$ cat config.mk
export PLATFORM = sky130hd
export DESIGN_NAME = acc_cpu_core
export DESIGN_NICKNAME = d
export VERILOG_FILES = /design/src/rtl/acc_cpu_pkg.sv /design/src/rtl/acc_cpu_decoder.sv /design/src/rtl/acc_cpu_sequencer.sv /design/src/rtl/acc_cpu_regfile.sv /design/src/rtl/acc_cpu_core.sv
export SDC_FILE = /design/constraint.sdc
export NUM_CORES = 1
export LEC_CHECK = 0
export ABC_CLOCK_PERIOD_IN_PS = 2900
export BUFFER_PORTS_ARGS = -buffer_cell sky130_fd_sc_hd__buf_2
export CAP_MARGIN = 10
export CORE_AREA = 10 10 96 98
export DETAILED_ROUTE_END_ITERATION = 7
export DIE_AREA = 0 0 106 108
export PLACE_DENSITY = 0.65
export SYNTH_ARGS = -nofsm -noshare
export SYNTH_HDL_FRONTEND = slang
export SYNTH_SLANG_ARGS = --single-unit
$ cat constraint.sdc
create_clock -name clk_i -period 2.9 [get_ports clk_i]
set_clock_uncertainty 0.15 [all_clocks]
set_input_delay 0.58 -clock clk_i [delete_from_list [all_inputs] [get_ports clk_i]]
set_output_delay 0.58 -clock clk_i [all_outputs]
set_load 0.005 [all_outputs]
$ cat src/rtl/acc_cpu_pkg.sv
package acc_cpu_pkg;

  typedef enum logic [2:0] {
    PH_FETCH_ADDR = 3'd0,
    PH_FETCH_DATA = 3'd1,
    PH_EXEC_ADDR  = 3'd2,
    PH_EXEC_DATA  = 3'd3,
    PH_HALT       = 3'd4
  } phase_e;

  typedef enum logic [1:0] {
    OP_NOP   = 2'b00,
    OP_STORE = 2'b01,
    OP_LOAD  = 2'b10,
    OP_ADD   = 2'b11
  } op_e;

  typedef struct packed {
    logic [3:0] reg_en;
    logic [1:0] sel;
    op_e        op;
    logic       halt;
  } dec_t;

endpackage

$ cat src/rtl/acc_cpu_decoder.sv
module acc_cpu_decoder
  import acc_cpu_pkg::*;
#(
  parameter int OP_W = 4
) (
  input  logic [OP_W-1:0] opcode_i,
  output dec_t            dec_o
);

  always_comb begin
    dec_o.sel    = opcode_i[1:0];
    dec_o.op     = op_e'(opcode_i[3:2]);
    dec_o.reg_en = 4'b0001 << opcode_i[1:0];
    dec_o.halt   = (opcode_i == '0);
  end

endmodule

$ cat src/rtl/acc_cpu_sequencer.sv
module acc_cpu_sequencer
  import acc_cpu_pkg::*;
(
  input  logic   clk_i,
  input  logic   rst_ni,
  input  logic   halt_i,
  output phase_e phase_o
);

  phase_e phase_q, phase_d;

  always_comb begin
    unique case (phase_q)
      PH_FETCH_ADDR: phase_d = PH_FETCH_DATA;
      PH_FETCH_DATA: phase_d = PH_EXEC_ADDR;
      PH_EXEC_ADDR:  phase_d = halt_i ? PH_HALT : PH_EXEC_DATA;
      PH_EXEC_DATA:  phase_d = PH_FETCH_ADDR;
      default:       phase_d = PH_HALT;
    endcase
  end

  always_ff @(posedge clk_i or negedge rst_ni) begin
    if (!rst_ni) phase_q <= PH_FETCH_ADDR;
    else         phase_q <= phase_d;
  end

  assign phase_o = phase_q;

endmodule

$ cat src/rtl/acc_cpu_regfile.sv
module acc_cpu_regfile #(
  parameter int DATA_W = 8,
  parameter int NREG   = 4,
  localparam int SEL_W = $clog2(NREG)
) (
  input  logic                         clk_i,
  input  logic                         rst_ni,
  input  logic                         wr_i,
  input  logic                         add_i,
  input  logic [NREG-1:0]              reg_en_i,
  input  logic [SEL_W-1:0]             sel_i,
  input  logic [DATA_W-1:0]            data_i,
  output logic [NREG-1:0][DATA_W-1:0]  regs_o,
  output logic [DATA_W-1:0]            sel_data_o,
  output logic                         carry_o
);

  logic [DATA_W:0] sum;

  assign sel_data_o = regs_o[sel_i];
  assign sum        = {1'b0, sel_data_o} + {1'b0, data_i};

  for (genvar g = 0; g < NREG; g++) begin : g_reg
    always_ff @(posedge clk_i or negedge rst_ni) begin
      if (!rst_ni)                 regs_o[g] <= '0;
      else if (wr_i && reg_en_i[g]) regs_o[g] <= add_i ? sum[DATA_W-1:0] : data_i;
    end
  end

  always_ff @(posedge clk_i or negedge rst_ni) begin
    if (!rst_ni)            carry_o <= 1'b0;
    else if (wr_i && add_i) carry_o <= sum[DATA_W];
  end

endmodule

$ cat src/rtl/acc_cpu_core.sv
module acc_cpu_core
  import acc_cpu_pkg::*;
#(
  parameter int ADDR_W = 8,
  parameter int DATA_W = 8,
  parameter int OP_W   = 4,
  localparam int INSTR_W = OP_W + ADDR_W
) (
  input  logic               clk_i,
  input  logic               rst_ni,
  output logic [ADDR_W-1:0]  mem_addr_o,
  input  logic [INSTR_W-1:0] mem_rdata_i,
  output logic [INSTR_W-1:0] mem_wdata_o,
  output logic               mem_we_o,
  output logic [2:0]         phase_o,
  output logic               halted_o,
  output logic [ADDR_W-1:0]  pc_o,
  output logic [DATA_W-1:0]  reg_a_o,
  output logic [DATA_W-1:0]  reg_b_o,
  output logic [DATA_W-1:0]  reg_c_o,
  output logic [DATA_W-1:0]  reg_d_o,
  output logic               carry_o
);

  localparam int NREG = 4;

  phase_e                      phase;
  dec_t                        dec;
  logic [ADDR_W-1:0]           pc_q;
  logic [INSTR_W-1:0]          ir_q;
  logic [NREG-1:0][DATA_W-1:0] regs;
  logic [DATA_W-1:0]           sel_data;
  logic [NREG-1:0]             reg_en;
  logic                        exec_ph;
  logic                        reg_wr;

  acc_cpu_decoder #(.OP_W(OP_W)) u_dec (
    .opcode_i (ir_q[INSTR_W-1 -: OP_W]),
    .dec_o    (dec)
  );

  acc_cpu_sequencer u_seq (
    .clk_i   (clk_i),
    .rst_ni  (rst_ni),
    .halt_i  (dec.halt),
    .phase_o (phase)
  );

  assign reg_en  = dec.reg_en;
  assign exec_ph = (phase == PH_EXEC_ADDR) || (phase == PH_EXEC_DATA);
  assign reg_wr  = (phase == PH_EXEC_DATA) && ((dec.op == OP_LOAD) || (dec.op == OP_ADD));

  acc_cpu_regfile #(.DATA_W(DATA_W), .NREG(NREG)) u_rf (
    .clk_i      (clk_i),
    .rst_ni     (rst_ni),
    .wr_i       (reg_wr),
    .add_i      (dec.op == OP_ADD),
    .reg_en_i   (reg_en),
    .sel_i      (dec.sel),
    .data_i     (mem_rdata_i[DATA_W-1:0]),
    .regs_o     (regs),
    .sel_data_o (sel_data),
    .carry_o    (carry_o)
  );

  // fetch: PC increments as the instruction word is captured
  always_ff @(posedge clk_i or negedge rst_ni) begin
    if (!rst_ni) begin
      pc_q <= '0;
      ir_q <= '0;
    end else if (phase == PH_FETCH_DATA) begin
      pc_q <= pc_q + 1'b1;
      ir_q <= mem_rdata_i;
    end
  end

  assign mem_addr_o  = exec_ph ? ir_q[ADDR_W-1:0] : pc_q;
  assign mem_we_o    = (phase == PH_EXEC_ADDR) && (dec.op == OP_STORE);
  assign mem_wdata_o = {{(INSTR_W-DATA_W){1'b0}}, sel_data};

  assign phase_o  = phase;
  assign halted_o = (phase == PH_HALT);
  assign pc_o     = pc_q;
  assign reg_a_o  = regs[3];
  assign reg_b_o  = regs[2];
  assign reg_c_o  = regs[1];
  assign reg_d_o  = regs[0];

endmodule

==> flow_summary.toml <==
[power_and_ir_drop]
leakagePower_nw = 1.69
fin_total_pwr_mw = 4.46
peakVddDrop_uv = 549
cellPowerDensity_nw_per_um2 = 1230

[cts]
clock_path_buffers = 2
clock_latency_ns = 0.31
cts_buffers = 5
cts_tree = "yes"
htreeDepth = 2
root_buffer = "clkbuf_8"
clk_pin_slew_worst_paths_ns = 0.10
cts.sinks = 56

[placement]
finalWeightedCongestion = 0.787
io_buffers = 75
placedCellCount = 409
dp_hpwl_um = 5640
place_area_um2 = 3380
pre_cts_ws_ns = 0.00124

[cells_and_area]
seq_area_um2 = 1400
drive_gt1_share_pct = 50.0
final_cell_mix = "buf_2 (75), dfrtp_1 (56), mux2_2 (36)"
fin_area_um2 = 3630
nets = 343
nFillCells = 708
layout_commonest_cell = "buf_2"
multi_input_area_um2 = 1490
diodes = 0
area_growth_pct = 26.8
stdcell_count = 422

[global_routing]
antenna_found_initial = 0
grt_first_pass_wirelength_um = 11900
track_usage_pct = 13.0
grt_max_degree = 57
grt_overflow = 0
grt_pass1_vias = 2249

[synthesis]
synth_top_cell_by_area = "dfrtp_1"
yosysUniqueCellTypes = 39
synthXorXnorAreaFrac_pct = 3.67
synth-simple-area-share_pct = 8.79
synth-seq-cells = 56
synth_area_leaders = "dfrtp_1 (49%), mux2_2 (15%), mux4_2 (6.3%)"
synth_area_um2 = 2860
synthArstFlopShare_pct = 100
ys_dominant_reg_cell = "dfrtp_1"
synthMuxAreaShare_pct = 22.6
synthAdderAreaFrac_pct = 4.64
ys_seq_area_share_pct = 49.0
yosys_warnings = 0
syn_inst = 234
synth_edf_count = 0
synth_compound_area_share_pct = 8.14
synth_top_family_by_area = "multiplexers"
avgSynthCellArea_um2 = 12.2
netlist.area_leader.share_pct = 49.0

[worst_setup_path]
path_class = "reg2reg"
end_kind = "register"
start_kind = "register"
critPathRequiredTime_ns = 2.96
crit_fanout = 4
critical_path_arrival_ns = 2.83

[timing]
drv_slew = 0
finalSetupViolCount = 0
tightest_slew_ns = 0.628
fin_crit_ns = 2.77
fin_hold_ws_ns = 0.103
relSlewSlack_pct = 58.0
finalWorstSetupSlack_ns = 0.128
fmax_mhz = 361
period_share_pct = 95.6
finalHoldViolCount = 0

[flow_run]
maxCapViolCount = 0

[route]
drtIter0Drc = 90
drt_wl_total_um = 7500
wl_per_cell_um = 17.8
drtPass1Iterations = 4
route.detailed.drc = 0
vias = 2120
viasPerCell = 5.02
drt.antenna.violating_nets = 0

[floorplanning]
ios = 80
die_w_um = 106
dieArea_um2 = 11400
core_um2 = 7450
start_util_pct = 38.4
fp.dieH_um = 108
rows = 32

[min_path]
hold_path.class = "in2async"

[status]
status = "complete, no violations"
-- cell usage after synthesis, types with 2 or more instances --
cell type   n
a21o_1      4
a21oi_1    13
o21ai_0    14
dfrtp_1    56
buf_2       6
nor4_1      2
inv_1       3
o211ai_1    2
mux2i_1     5
clkbuf_1    2
nand4_1     2
buf_4       4
mux4_2      8
a211oi_1    3
xnor2_1     5
xor2_1      7
nor2_1     12
ha_1        9
mux2_2     37
buf_1       2
nand2_1    20
-- cells by family after synthesis --
family	Yosys count
simple gates	49
mux	50
other cells	1
fa+ha+maj	10
xor+xnor	12
buf+inv	17
compound gates	39
flops	56
-- worst paths after layout --
| check | start | endpoint | slack [ns] | depth (start not counted) |
|---|---|---|---|---|
| worst max-delay path | ir_q[8] | u_rf.regs_o[12] | 0.13 | 8 |
| worst min-delay path | rst_ni | pc_o[0] | 0.10 | 2 |
| worst max register to register | ir_q[8] | u_rf.regs_o[12] | 0.13 | 8 |
| worst min register to register | pc_o[7] | pc_o[7] | 0.34 | 1 |
| max in group asynchronous | rst_ni | u_rf.regs_o[11] | 2.25 | 2 |
| min in group clk_i | pc_o[7] | pc_o[7] | 0.34 | 1 |
-- power by group --
part	leakage [nW]	switching, mW	internal, mW
registers	0.657	0.325	1.13
clock network	0.0510	0.252	0.191
logic	0.985	1.19	1.37
total	1.69	1.77	2.69
-- critical path: stages, from the launching register on --
cell and delay, ns:
dfrtp_1 0.43, mux4_2 0.57, ha_4 0.20, fa_2 0.36
a21o_1 0.20, a21oi_1 0.17, xor2_1 0.17, o21ai_1 0.12
mux2_2 0.31
-- metal layers --
layer	global-route usage, %	routed length, um	up-vias
met3	4.28	500	6
met1	15.6	3250	1049
met4	4.06	70	0
met5	0	0	-
met2	21.7	3680	55
li1	-	-	1010
-- area by class of cell --
class	instances	share of cell area, %
Inverter	3	0.310
Clock inverter	2	0.276
Sequential cell	56	38.6
Tap cell	102	3.52
Multi-Input combinational cell	164	41.2
Timing Repair Buffer	89	13.8
Clock buffer	6	2.28
-- timing repair --
action / CTS / global route
buffers inserted: 0 / 5
setup endpoints to repair: 8 / 17
gates resized for setup: 3 / 20
hold buffers: 0 / 0
pin swaps: 0 / 7
-- metrics by stage --
step | util (%) | TNS (ns)
2_1_floorplan | - | 0
3_3_place_gp | 45.4 | 0
3_5_place_dp | 45.4 | 0
4_1_cts | 46.8 | 0
5_1_grt | 48.7 | -0.00112
6_report | 48.7 | 0
-- flip-flops by register name, summed over array words and instances, names as in the netlist --
name and count:
u_rf.regs_o 32, u_rf.carry_o 1, u_seq.phase_o 3, ir_q 12
pc_o 8
Note: power is estimated with default switching activity, not from simulation.
